--- src/rtl/pix_unpack_pkg.sv ---
package pix_unpack_pkg;

  typedef enum logic [2:0] {
    FMT_INDEX = 3'd0,
    FMT_5551  = 3'd1,
    FMT_565   = 3'd2,
    FMT_444   = 3'd3,
    FMT_888   = 3'd4
  } pix_fmt_e;

  // Settings captured with each word
  typedef struct packed {
    pix_fmt_e   fmt;
    logic [2:0] wlog;      // log2 of container width
    logic       swap;      // red/blue exchange
    logic       bswap;     // reverse bytes before slicing
    logic       msb_first; // pixel 0 at the top of the word
  } unpack_cfg_t;

endpackage

--- src/rtl/pix_cfg_decode.sv ---
module pix_cfg_decode
  import pix_unpack_pkg::*;
#(
  parameter bit LATER_VARIANT = 1'b0
) (
  input  logic [2:0]  depth,
  input  logic        bgr,
  input  logic        be_byte,
  input  logic        be_pix,
  input  logic [1:0]  mux_sel,
  output unpack_cfg_t cfg
);

  pix_fmt_e fmt16;
  logic     force_swap;

  generate
    if (LATER_VARIANT) begin : g_later
      always_comb begin
        force_swap = 1'b0;
        case (depth)
          3'd6:    fmt16 = FMT_565;
          3'd7:    fmt16 = FMT_444;
          default: fmt16 = FMT_5551;
        endcase
      end
    end else begin : g_orig
      always_comb begin
        force_swap = 1'b0;
        case (mux_sel)
          2'd1:    fmt16 = FMT_5551;
          2'd3: begin
            fmt16      = FMT_565;
            force_swap = 1'b1;
          end
          default: fmt16 = FMT_565;
        endcase
      end
    end
  endgenerate

  always_comb begin
    cfg.bswap     = be_byte;
    cfg.msb_first = be_byte | be_pix;
    cfg.swap      = bgr;
    case (depth)
      3'd0, 3'd1, 3'd2, 3'd3: begin
        cfg.fmt  = FMT_INDEX;
        cfg.wlog = depth;
      end
      3'd5: begin
        cfg.fmt  = FMT_888;
        cfg.wlog = 3'd5;
      end
      default: begin
        cfg.fmt  = fmt16;
        cfg.wlog = 3'd4;
        cfg.swap = bgr | force_swap;
      end
    endcase
  end

endmodule

--- src/rtl/pix_word_slicer.sv ---
module pix_word_slicer #(
  parameter int WORD_W = 32,
  localparam int CNT_W = $clog2(WORD_W),
  localparam int NBYTE = WORD_W / 8
) (
  input  logic [WORD_W-1:0] word,
  input  logic              bswap,
  input  logic              msb_first,
  input  logic [2:0]        wlog,
  input  logic [CNT_W-1:0]  cnt,
  output logic [WORD_W-1:0] field
);

  logic [WORD_W-1:0] swapped;
  logic [WORD_W-1:0] src;
  logic [CNT_W:0]    npix;
  logic [CNT_W-1:0]  pos;
  logic [CNT_W-1:0]  offset;
  logic [WORD_W-1:0] mask;

  for (genvar i = 0; i < NBYTE; i++) begin : g_bswap
    assign swapped[8*i +: 8] = word[WORD_W-8-8*i +: 8];
  end

  always_comb begin
    src    = bswap ? swapped : word;
    npix   = (CNT_W+1)'(WORD_W >> wlog);
    pos    = msb_first ? CNT_W'(npix - (CNT_W+1)'(1) - {1'b0, cnt}) : cnt;
    offset = CNT_W'(pos << wlog);
    if (wlog >= 3'd5) mask = WORD_W'(32'h00FF_FFFF);
    else              mask = (WORD_W'(1) << (WORD_W'(1) << wlog)) - WORD_W'(1);
    field  = (src >> offset) & mask;
  end

endmodule

--- src/rtl/pix_color_expand.sv ---
module pix_color_expand
  import pix_unpack_pkg::*;
#(
  parameter int WORD_W = 32,
  parameter int IDX_W  = 8,
  parameter int CH_W   = 8,
  localparam int RGB_W = 3 * CH_W
) (
  input  pix_fmt_e          fmt,
  input  logic              swap,
  input  logic [WORD_W-1:0] field,
  output logic              is_index,
  output logic [IDX_W-1:0]  index,
  output logic [RGB_W-1:0]  rgb
);

  logic [CH_W-1:0] r, g, b;

  always_comb begin
    is_index = 1'b0;
    index    = '0;
    r = '0;
    g = '0;
    b = '0;
    case (fmt)
      FMT_INDEX: begin
        is_index = 1'b1;
        index    = field[IDX_W-1:0];
      end
      FMT_5551: begin
        r = {field[4:0],   3'b000};
        g = {field[9:5],   3'b000};
        b = {field[14:10], 3'b000};
      end
      FMT_565: begin
        r = {field[4:0],   3'b000};
        g = {field[10:5],  2'b00};
        b = {field[15:11], 3'b000};
      end
      FMT_444: begin
        r = {field[3:0],  4'b0000};
        g = {field[7:4],  4'b0000};
        b = {field[11:8], 4'b0000};
      end
      FMT_888: begin
        r = field[7:0];
        g = field[15:8];
        b = field[23:16];
      end
      default: ;
    endcase
    rgb = swap ? {b, g, r} : {r, g, b};
  end

endmodule

--- src/rtl/pix_unpack.sv ---
module pix_unpack
  import pix_unpack_pkg::*;
#(
  parameter bit LATER_VARIANT = 1'b0,
  parameter int WORD_W = 32,
  parameter int IDX_W  = 8,
  parameter int CH_W   = 8,
  localparam int CNT_W = $clog2(WORD_W),
  localparam int RGB_W = 3 * CH_W
) (
  input  logic              clk,
  input  logic              rst_n,
  input  logic              word_valid,
  output logic              word_ready,
  input  logic [WORD_W-1:0] word_data,
  input  logic [2:0]        depth,
  input  logic              bgr,
  input  logic              be_byte,
  input  logic              be_pix,
  input  logic [1:0]        mux_sel,
  output logic              pix_valid,
  input  logic              pix_ready,
  output logic              pix_is_index,
  output logic [IDX_W-1:0]  pix_index,
  output logic [RGB_W-1:0]  pix_rgb
);

  unpack_cfg_t       cfg_in, cfg_q;
  logic [WORD_W-1:0] word_q;
  logic              loaded_q, loaded_d;
  logic [CNT_W-1:0]  cnt_q, cnt_d, last_idx;
  logic              last, take, accept, cnt_en;
  logic [WORD_W-1:0] field;

  pix_cfg_decode #(.LATER_VARIANT(LATER_VARIANT)) u_decode (
    .depth(depth), .bgr(bgr), .be_byte(be_byte), .be_pix(be_pix),
    .mux_sel(mux_sel), .cfg(cfg_in)
  );

  // Next state
  always_comb begin
    last_idx   = CNT_W'((WORD_W >> cfg_q.wlog) - 1);
    last       = (cnt_q == last_idx);
    take       = loaded_q & pix_ready;
    word_ready = ~loaded_q | (pix_ready & last);
    accept     = word_valid & word_ready;
    cnt_en     = accept | take;
    if (accept)           loaded_d = 1'b1;
    else if (take & last) loaded_d = 1'b0;
    else                  loaded_d = loaded_q;
    if (accept)           cnt_d = '0;
    else                  cnt_d = cnt_q + CNT_W'(1);
  end

  // Registers
  always_ff @(posedge clk or negedge rst_n) begin
    if (!rst_n) begin
      loaded_q <= 1'b0;
      cnt_q    <= '0;
      word_q   <= '0;
      cfg_q    <= '0;
    end else begin
      loaded_q <= loaded_d;
      if (cnt_en) cnt_q <= cnt_d;
      if (accept) begin
        word_q <= word_data;
        cfg_q  <= cfg_in;
      end
    end
  end

  pix_word_slicer #(.WORD_W(WORD_W)) u_slicer (
    .word(word_q), .bswap(cfg_q.bswap), .msb_first(cfg_q.msb_first),
    .wlog(cfg_q.wlog), .cnt(cnt_q), .field(field)
  );

  pix_color_expand #(.WORD_W(WORD_W), .IDX_W(IDX_W), .CH_W(CH_W)) u_expand (
    .fmt(cfg_q.fmt), .swap(cfg_q.swap), .field(field),
    .is_index(pix_is_index), .index(pix_index), .rgb(pix_rgb)
  );

  assign pix_valid = loaded_q;

  // Held pixel under backpressure
  assert_hold_R2: assert property (@(posedge clk) disable iff (!rst_n)
    pix_valid && !pix_ready |=> pix_valid && $stable(pix_index)
      && $stable(pix_rgb) && $stable(pix_is_index));

  // No word taken while a pixel waits
  assert_no_accept_busy_R2: assert property (@(posedge clk) disable iff (!rst_n)
    word_valid && word_ready && pix_valid |-> pix_ready);

  assert_cnt_range_R2: assert property (@(posedge clk) disable iff (!rst_n)
    loaded_q |-> cnt_q <= last_idx);

  // Back-to-back word leaves no gap
  assert_backtoback_R3: assert property (@(posedge clk) disable iff (!rst_n)
    pix_valid && pix_ready && word_valid && word_ready |=> pix_valid);

  // Zero fill of widened channels
  assert_widen_zero_R11: assert property (@(posedge clk) disable iff (!rst_n)
    pix_valid && (cfg_q.fmt == FMT_565 || cfg_q.fmt == FMT_5551)
      |-> pix_rgb[18:16] == 3'b0 && pix_rgb[9:8] == 2'b0 && pix_rgb[2:0] == 3'b0);

endmodule

--- config.mk ---
export PLATFORM = sky130hd
export DESIGN_NAME = pix_unpack
export DESIGN_NICKNAME = d
export VERILOG_FILES = /design/src/rtl/pix_unpack_pkg.sv /design/src/rtl/pix_cfg_decode.sv /design/src/rtl/pix_word_slicer.sv /design/src/rtl/pix_color_expand.sv /design/src/rtl/pix_unpack.sv
export SDC_FILE = /design/constraint.sdc
export NUM_CORES = 1
export LEC_CHECK = 0
export BUFFER_PORTS_ARGS = -buffer_cell sky130_fd_sc_hd__buf_2
export CAP_MARGIN = 20
export CORE_MARGIN = 2
export CORE_UTILIZATION = 59
export CTS_CLUSTER_DIAMETER = 60
export DETAILED_ROUTE_END_ITERATION = 16
export MAX_ROUTING_LAYER = met4
export PLACE_DENSITY = 0.82
export RECOVER_POWER = 25
export SYNTH_ARGS = -nofsm -noshare
export SYNTH_HDL_FRONTEND = slang
export SYNTH_SLANG_ARGS = --single-unit
export TNS_END_PERCENT = 100
--- constraint.sdc ---
create_clock -name clk -period 5.5 [get_ports clk]
set_clock_uncertainty 0.2 [all_clocks]
set_input_delay 0.275 -clock clk [delete_from_list [all_inputs] [get_ports clk]]
set_output_delay 0.275 -clock clk [all_outputs]
set_load 0.05 [all_outputs]
==> metrics.yaml, run 1 <==
syn_area_um2: 5270
critPathLaunch: "cfg_q[4]"
tns_ns: 0
drtIter0Drc: 712
h-tree-depth: 2
startpoint_type: "flip-flop"
synth-edff-count: 0
ys.warnings.count: 0
cp_top_family: "compound AO/OA/AOI/OAI gates"
ant_nets: 0
postCtsSetupRepairBufs: 0
die_w_um: 98.5
finalCriticalPeriod_ns: 5.27
clk_latency_ns: 0.30
r2r-start: "cfg_q[4]"
async_flop_share_pct: 100
grt_util_met3_pct: 4.18
dr.pass1.iters: 6
drive_above_1_share_pct: 28.2
r2r_cells: 12
gr-total-overflow: 0
crit_cells: 15
nNetsFinal: 693
use_met2_pct: 55.5
synthFlopType: "dfrtp_1"
synth_cells: 569
antenna_found_initial: 0
areaGrowthSynthToFinish_pct: 13.0
min_path_cells: 2
cts_tree: "yes"
synth_nets: 621
rsz0062_at_grt: "no"
synth.top_cell.area_share_pct: 22.3
timing.final.ws_setup_ns: 0.227
grt_max_degree: 48
num_rows: 34
wl_um: 16900
dp_hpwl_um: 12400
path_cells: "nor3_1 -> ha_1 -> inv_1 -> fa_1 -> inv_1 -> mux4_2 -> a32oi_1 -> nand2_2 -> buf_4 -> a21oi_1 -> a21oi_1 -> o22ai_1 -> a21oi_1 -> a22oi_1 -> buf_2"
grt-busiest-layer: "met2"
place_area_um2: 5660
dieHeight_um: 98.5
timing.hold.worst.start: "word_data[25]"
synth_largest_area_cell: "dfrtp_1"
gp_congestion: 0.977
drc: 0
path_class: "reg -> out"
numPortBuffers: 78
worst_ep_arrival_time_ns: 4.80
path_clk_slew_ns: 0.10
fmax_mhz: 190
clock_sinks: 47
use_met1_pct: 45.7
whs_ns: -0.00378
via_count: 5300
io_pins: 79
cp_max_fo: 14
crit_buf_inv: 4
clockRootBuffer: "clkbuf_8"
status: "finished, violations left"
numCtsBuffers: 5
final_area_um2: 5960
violations: "hold timing, capacitance limit, slew limit"
setup_viol: 0
worst_pin_slew_ns: 1.78
track_usage_pct: 35.3
num_antenna_cells: 0
seq_area_frac_synth_pct: 22.3
ys_ff_latch: 47
yosysUniqueCellTypes: 73
cts_buffer_depth: 2
endpoint_kind: "output pin"
finalCritPeriodShare_pct: 95.9
maxCapViolations: 1
critPathSlowestCell: "dfrtp_1"
route.detailed.wl_per_inst_um: 22.5
start_util_pct: 60.7
syn_area_per_cell_um2: 9.26
maxSlewHeadroom_pct: -18.4
core-area_um2: 8680
slew_violations: 36
via_per_inst: 7.07
synthTopCellsByArea: "dfrtp_1 22%, mux4_2 10%, mux2i_1 9.7%, mux2_2 7.3%, nand2_1 4.7%"
cp.required_ns: 5.03
cpPeakStageDelay_ns: 0.54
grt_pass1_wl_um: 26800
hold_path_class: "in -> reg"
cpMostUsedCell: "a21oi_1"
final_hold_viol_count: 1
dieArea_um2: 9700
grt_pass1_vias: 5082
place_ws_ns: 0.491
## layer usage
layer | vias up | wire length [µm]
met2 | 381 | 7890
met3 | 81 | 1600
met1 | 2498 | 6500
met5 | - | 0
met4 | 0 | 890
li1 | 2340 | -
## logic make-up after synthesis
group | share of synthesized area (%)
other | 0.0712
adder cells (fa/ha/maj) | 2.04
AND/OR/NAND/NOR | 15.5
buffers and inverters | 5.98
multiplexers | 32.0
XOR/XNOR | 1.99
AO/OA/AOI/OAI | 20.1
flip-flops | 22.3
## synthesized netlist by cell type (9+ instances only)
cell type and count:
o21ai_0 21, mux4_1 9, mux2i_1 51, clkbuf_1 20, nor3_1 17, nand3_1 13
mux4_2 24, nor2_1 36, a31oi_1 9, a21oi_1 35, mux2_2 34, dfrtp_1 47
nand2_1 66, o22ai_1 10, inv_1 18, a22oi_1 21
## layout make-up
cell class                      count  area [µm²]
Clock buffer                        5        68.8
Fill cell                         650        2720
Multi-Input combinational cell    464        3840
Clock inverter                      3        43.8
Sequential cell                    47        1180
Inverter                           19        71.3
Timing Repair Buffer              104         623
Tap cell                          108         135
## worst paths after layout
kind	endpoint	slack, ns
max	pix_rgb[22]	0.23
min	word_q[25]	-0.004
max reg2reg	cfg_q[2]	1.72
min reg2reg	cfg_q[1]	0.35
max in group asynchronous	cnt_q[4]	2.69
min in group asynchronous	word_q[13]	0.31
## cell usage in the layout (no fill, tap or decap), types with 3 or more instances in the layout
cell	instances
nand3b_1	4
ha_1	7
nand2b_1	5
a2111oi_0	4
a31oi_1	9
a32oi_1	6
nand3_1	13
a22oi_1	21
o31ai_1	6
buf_4	11
nand4_1	6
and2_1	5
nor2_1	36
nor2b_1	3
o22ai_1	10
xnor2_1	6
buf_2	77
mux2i_1	51
o211ai_1	5
a21oi_1	35
nand2_2	3
mux2_2	34
a21o_1	3
mux4_1	9
o21ai_0	21
o21ai_1	3
mux4_2	24
dlygate4sd3_1	12
dfrtp_1	47
a211oi_2	3
nand2_1	63
xor2_1	6
nor3_1	16
clkbuf_8	5
inv_1	18
## repair_timing
| item | CTS | global route |
|---|---|---|
| resized for setup | 0 | 11 |
| endpoints found under the setup margin | 0 | 14 |
| hold buffers | 11 | 1 |
| endpoints found under the hold margin | 57 | 1 |
## state kept, by name (all words and copies together) (netlist names)
| name | count |
|---|---|
| word_q | 32 |
| cfg_q | 9 |
| cnt_q | 5 |
| pix_valid | 1 |
## metrics by stage
| stage | util, % | hold WS, ns | instances |
|---|---|---|---|
| 2_1_floorplan | - | -0.221 | 569 |
| 3_3_place_gp | 65.2 | 0.280 | 727 |
| 3_5_place_dp | 65.2 | 0.297 | 727 |
| 4_1_cts | 67.7 | 0.00105 | 746 |
| 5_1_grt | 68.6 | 0.000000333 | 750 |
| 6_report | 68.6 | -0.00378 | 750 |
Power of run 1 is not shown: default switching activity piles up to over one toggle a cycle in this logic, so the estimate is an artifact.
==> run 2: changes to the inputs <==
--- a/config.mk
+++ b/config.mk
@@ -8,11 +8,10 @@
 export BUFFER_PORTS_ARGS = -buffer_cell sky130_fd_sc_hd__buf_2
 export CAP_MARGIN = 20
 export CORE_MARGIN = 2
-export CORE_UTILIZATION = 59
+export CORE_UTILIZATION = 64
 export CTS_CLUSTER_DIAMETER = 60
 export DETAILED_ROUTE_END_ITERATION = 16
-export MAX_ROUTING_LAYER = met4
-export PLACE_DENSITY = 0.82
+export PLACE_DENSITY = 0.88
 export RECOVER_POWER = 25
 export SYNTH_ARGS = -nofsm -noshare
 export SYNTH_HDL_FRONTEND = slang
==> constraint.sdc (replaced) <==
create_clock -name clk -period 6.7 [get_ports clk]
set_clock_uncertainty 0.2 [all_clocks]
set_input_delay 0.335 -clock clk [delete_from_list [all_inputs] [get_ports clk]]
set_output_delay 0.335 -clock clk [all_outputs]
set_load 0.05 [all_outputs]
==> run 2 against run 1 <==
The flow finishes with violations (capacitance limit, slew limit). First-iteration DRC count fell by 10%. Worst hold slack improved by 0.064 ns. Die area fell by 7.5%. Critical path depth did not move. Critical endpoint unchanged.
==> metrics.yaml, run 2 (synthesized netlist as in run 1, its figures left out) <==
wl_um: 16300  # -3.6%
final_hold_viol_count: 0  # -1
cp_top_family: "compound AO/OA/AOI/OAI gates"
multi_input_area_um2: 3780  # -1.5%
hold_path_class: "in -> reg"
start_util_pct: 65.1  # +4.4 points
grt_max_degree: 52  # +8.3%
min_to: "word_q[8]"
path_class: "reg -> out"
largest_reg_flops: 32  # unchanged
min_path_cells: 2  # unchanged
dieArea_um2: 8970  # -7.5%
antenna_found_initial: 0  # unchanged
regMostFlops: "word_q"
maxCapViolations: 1  # unchanged
path_clk_slew_ns: 0.08  # -0.02 ns
crit_buf_inv: 3  # -1
startpoint_type: "flip-flop"
gr-total-overflow: 0  # unchanged
clockRootBuffer: "clkbuf_8"
core-area_um2: 8090  # -6.7%
r2r_cells: 11  # -1
grt_pass1_vias: 4918  # -3.2%
cp.required_ns: 6.16  # +1.13 ns
fill_cells: 614  # -5.5%
h-tree-depth: 2  # unchanged
status: "finished, violations left"
drc: 0  # unchanged
critPathSlowestCell: "a32oi_2"
endpoint_kind: "output pin"
ant_nets: 0  # unchanged
finalCritPeriodShare_pct: 92.8
cp_max_fo: 18  # +4
rsz0062_at_grt: "no"
cpPeakStageDelay_ns: 0.91  # +0.37 ns
numPortBuffers: 78  # unchanged
via_count: 5244  # -1.1%
numCtsBuffers: 5  # unchanged
areaGrowthSynthToFinish_pct: 8.43
io_pins: 79  # unchanged
postCtsSetupRepairBufs: 0  # unchanged
path_cells: "inv_1 -> nor3_1 -> ha_1 -> inv_1 -> fa_1 -> or2b_1 -> nand3_1 -> a32oi_2 -> mux2i_1 -> o211a_1 -> or4b_1 -> a211oi_1 -> o21ai_1 -> a22oi_1 -> buf_2"
final_common_cell: "buf_2"
clk_latency_ns: 0.30  # about the same
gp_congestion: 0.979  # +0.27%
finalCriticalPeriod_ns: 6.22
grt_util_met3_pct: 4.87  # +0.68 points
dieHeight_um: 94.7  # -3.8%
via_per_inst: 7.21  # +2.1%
cts_buffer_depth: 2  # unchanged
maxSlewHeadroom_pct: -46.5  # -28 points
route.detailed.wl_per_inst_um: 22.4  # -0.56%
track_usage_pct: 36.7  # +1.5 points
final_cell_mix: "77 x buf_2, 65 x nand2_1, 51 x mux2i_1"
nNetsFinal: 674  # -2.7%
grt-busiest-layer: "met2"
die_w_um: 94.7  # -3.8%
use_met2_pct: 62.1  # +6.6 points
drive_above_1_share_pct: 26.5  # -1.7 points
r2r-start: "cfg_q[3]"
largest_registers: "word_q (32), cfg_q (9), cnt_q (5)"
worst_ep_arrival_time_ns: 5.68  # +0.88 ns
slew_violations: 43  # +19%
final_area_um2: 5710  # -4.1%
num_antenna_cells: 0  # unchanged
use_met1_pct: 46.1  # +0.42 points
timing.hold.worst.start: "word_data[8]"
fmax_mhz: 161
cts_tree: "yes"
worst_pin_slew_ns: 2.20  # +0.421 ns
cpMostUsedCell: "inv_1"
rr_endpoint: "cfg_q[2]"
grt_pass1_wl_um: 25400  # -5.5%
drtIter0Drc: 639  # -10%
dp_hpwl_um: 12500  # +0.82%
violations: "capacitance limit, slew limit"
place_area_um2: 5590  # -1.1%
dr.pass1.iters: 6  # unchanged
setup_viol: 0  # unchanged
tns_ns: 0  # unchanged
cts_resized: 0  # unchanged
clock_sinks: 47  # unchanged
num_rows: 33  # -2.9%
final-seq-area_um2: 1180  # unchanged
whs_ns: 0.0602  # +0.0640 ns
regToRegSetupSlack_ns: 2.06  # +0.34 ns
run 2: cell count changes in the layout (fill, tap and decap cells not counted), sizes merged:
cell         before  now
clkbuf            8    7
clkinv            2    0
clkinvlp          0    1
dlygate4sd3      12    1
nor2b             6    5
buf              89   83
run 2: what timing repair did:
action,4_1_cts,5_1_grt
hold buffers,0,1
hold endpoints to repair,0,47
endpoints found under the setup margin,0,0
run 2: worst reg2reg max path: cells and delay by family (launching register included):
| kind | cells | cell delay [ns] |
|---|---|---|
| AOI/OAI and AO/OA | 4 | 0.98 |
| adders and majority gates | 1 | 0.32 |
| and+or+nand+nor | 5 | 2.27 |
| xor gates and xnor gates | 1 | 0.14 |
| DFF | 1 | 0.58 |
run 2: how the worst max path moves through the flow:
| stage | startpoint | to | slack, ns | depth (start not counted) |
|---|---|---|---|---|
| after floorplan | cfg_q[4] | pix_rgb[17] | 1.64 | 15 |
| after global placement | cfg_q[5] | pix_rgb[22] | 1.28 | 15 |
| after detailed placement | cfg_q[5] | pix_rgb[22] | 1.05 | 15 |
| after CTS | cfg_q[5] | pix_rgb[22] | 0.68 | 15 |
| after global routing | cfg_q[5] | pix_rgb[22] | 0.17 | 15 |
| final | cfg_q[5] | pix_rgb[22] | 0.48 | 15 |
run 2: cell type report:
type | instances | area share [%]
flip-flops and latches | 47 | 20.6
well taps | 105 | 2.30
inverters | 19 | 1.25
repair buffers | 86 | 7.84
clock buffers | 5 | 1.20
multi-input cells | 463 | 66.2
clock inverters | 2 | 0.657
run 2: layer usage:
| metal | vias up | wire length, µm |
|---|---|---|
| met3 | 75 | 1370 |
| met2 | 361 | 7870 |
| met1 | 2505 | 6180 |
| met5 | - | 0 |
| li1 | 2303 | - |
| met4 | 0 | 849 |
run 2: through the flow:
| stage | setup WS, ns | utilization, % | std cells |
|---|---|---|---|
| finish | 0.484 | 70.6 | 727 |
| global route | 0.172 | 70.6 | 727 |
| CTS | 0.681 | 70.4 | 725 |
| detailed placement | 1.05 | 69.1 | 718 |
| global placement | 1.28 | 69.0 | 717 |
| floorplan | 1.64 | - | 569 |
Power of run 2 is left out for the same reason.
==> run 3: changes to the inputs <==
--- a/config.mk
+++ b/config.mk
@@ -7,12 +7,12 @@
 export LEC_CHECK = 0
 export BUFFER_PORTS_ARGS = -buffer_cell sky130_fd_sc_hd__buf_2
 export CAP_MARGIN = 20
-export CORE_MARGIN = 2
 export CORE_UTILIZATION = 64
 export CTS_CLUSTER_DIAMETER = 60
 export DETAILED_ROUTE_END_ITERATION = 16
 export PLACE_DENSITY = 0.88
 export RECOVER_POWER = 25
+export SLEW_MARGIN = 25
 export SYNTH_ARGS = -nofsm -noshare
 export SYNTH_HDL_FRONTEND = slang
 export SYNTH_SLANG_ARGS = --single-unit
==> run 3 against run 2 <==
The flow still finishes with violations (capacitance limit, slew limit). Die area down 4.2%. Routed wire length up 4.5%. Count of clock-buffer cells in the layout unchanged. Highest routed layer unchanged.
==> metrics.yaml, run 3 (synthesized netlist as in run 1, its figures left out) <==
setup_viol: 0  # unchanged
ant_nets: 0  # unchanged
grt_pass1_wl_um: 26400  # +4.2%
r2r-start: "cfg_q[5]"
cp_max_fo: 18  # unchanged
final_cell_mix: "77 x buf_2, 65 x nand2_1, 51 x mux2i_1"
antenna_found_initial: 0  # unchanged
cts_tree: "yes"
dr.pass1.iters: 7  # +1
r2r_cells: 11  # unchanged
largest_reg_flops: 32  # unchanged
grt_pass1_vias: 5016  # +2.0%
largest_registers: "word_q (32), cfg_q (9), cnt_q (5)"
gr-total-overflow: 0  # unchanged
dieArea_um2: 8600  # -4.2%
finalCritPeriodShare_pct: 91.2  # -1.6 points
hold_path_class: "in -> reg"
num_rows: 32  # -3.0%
rsz0062_at_grt: "no"
numPortBuffers: 78  # unchanged
regToRegSetupSlack_ns: 2.29  # +0.23 ns
drive_above_1_share_pct: 26.8  # +0.32 points
maxSlewHeadroom_pct: -61.1  # -15 points
slew_violations: 48  # +12%
wl_um: 17000  # +4.5%
gp_congestion: 0.983  # +0.37%
route.detailed.wl_per_inst_um: 23.5  # +4.9%
via_count: 5258  # +0.27%
core-area_um2: 7850  # -3.0%
tns_ns: 0  # unchanged
finalCriticalPeriod_ns: 6.11  # -0.105 ns
path_class: "reg -> out"
cts-hold-fix-buffers: 0  # unchanged
place_ws_ns: 1.09  # +0.0490 ns
via_per_inst: 7.26  # +0.68%
maxCapViolations: 1  # unchanged
fill_cells: 578  # -5.9%
timing.hold.worst.start: "word_data[8]"
place_inst: 715  # -0.42%
dp_hpwl_um: 12600  # +1.2%
dieHeight_um: 92.7  # -2.1%
regMostFlops: "word_q"
io_pins: 79  # unchanged
grt_max_degree: 52  # unchanged
nNetsFinal: 673  # -0.15%
drtIter0Drc: 599  # -6.3%
multi_input_area_um2: 3780  # +0.13%
final_hold_viol_count: 0  # unchanged
clockRootBuffer: "clkbuf_8"
h-tree-depth: 2  # unchanged
cts_buffer_depth: 2  # unchanged
final_common_cell: "buf_2"
final-seq-area_um2: 1180  # +0.11%
clock_sinks: 47  # unchanged
timing.final.ws_setup_ns: 0.588  # +0.105 ns
cp.required_ns: 6.16  # about the same
violations: "capacitance limit, slew limit"
fin_cells: 724  # -0.41%
num_antenna_cells: 0  # unchanged
path_clk_slew_ns: 0.10  # +0.02 ns
drc: 0  # unchanged
critPathLaunch: "cfg_q[5]"
endpoint_kind: "output pin"
whs_ns: 0.0518  # -0.00840 ns
startpoint_type: "flip-flop"
clk_latency_ns: 0.30  # about the same
numCtsBuffers: 5  # unchanged
worst_ep_arrival_time_ns: 5.58  # -0.10 ns
track_usage_pct: 39.8  # +3.0 points
worst_pin_slew_ns: 2.42  # +0.219 ns
fmax_mhz: 164  # +1.7%
areaGrowthSynthToFinish_pct: 8.12
status: "finished, violations left"
cts_resized: 0  # unchanged
rr_endpoint: "cfg_q[2]"
min_to: "word_q[8]"
die_w_um: 92.7  # -2.1%
min_path_cells: 2  # unchanged
postCtsSetupRepairBufs: 0  # unchanged
start_util_pct: 67.1  # +2.0 points
[run 3: layout make-up]
class / count / area share (%)
clock buffer: 5 / 1.21
inverter: 19 / 1.25
tap: 102 / 2.24
clock inverter: 3 / 0.395
sequential: 47 / 20.7
multi-input combinational: 463 / 66.4
timing repair buffer: 85 / 7.80
[run 3: per-layer routing]
| layer | part of all wire [%] | GRT usage, % | wire [µm] |
|---|---|---|---|
| met1 | 37 | 50.1 | 6340 |
| met5 | 0 | 0 | 0 |
| met2 | 48 | 66.7 | 8120 |
| met3 | 9.8 | 6.24 | 1660 |
| met4 | 5.1 | 19.5 | 866 |
[run 3: critical path, stage by stage (launching register included)]
cell	delay (ns)
dfrtp_1	0.74
inv_1	0.26
nor3_1	0.31
ha_1	0.24
inv_1	0.06
fa_1	0.50
or2b_1	0.17
nand3_1	0.17
a32oi_2	0.70
buf_4	0.31
mux2i_1	0.17
a22oi_1	0.28
or4b_1	0.49
a211oi_1	0.29
o21ai_1	0.13
a22oi_1	0.18
buf_2	0.29
[run 3: through the flow]
stage / cell area (µm²) / util (%)
global placement: 5590 / 71.2
global route: 5700 / 72.6
CTS: 5680 / 72.4
finish: 5700 / 72.6
floorplan: 5270 / -
detailed placement: 5590 / 71.2
[run 3: how the worst max path moves through the flow]
| stage | end | slack, ns |
|---|---|---|
| floorplan | pix_rgb[17] | 1.64 |
| global placement | pix_rgb[20] | 1.22 |
| detailed placement | pix_rgb[4] | 1.09 |
| CTS | pix_rgb[6] | 0.75 |
| global route | pix_rgb[6] | 0.30 |
| finish | pix_rgb[6] | 0.59 |
Power of run 3 is left out for the same reason.
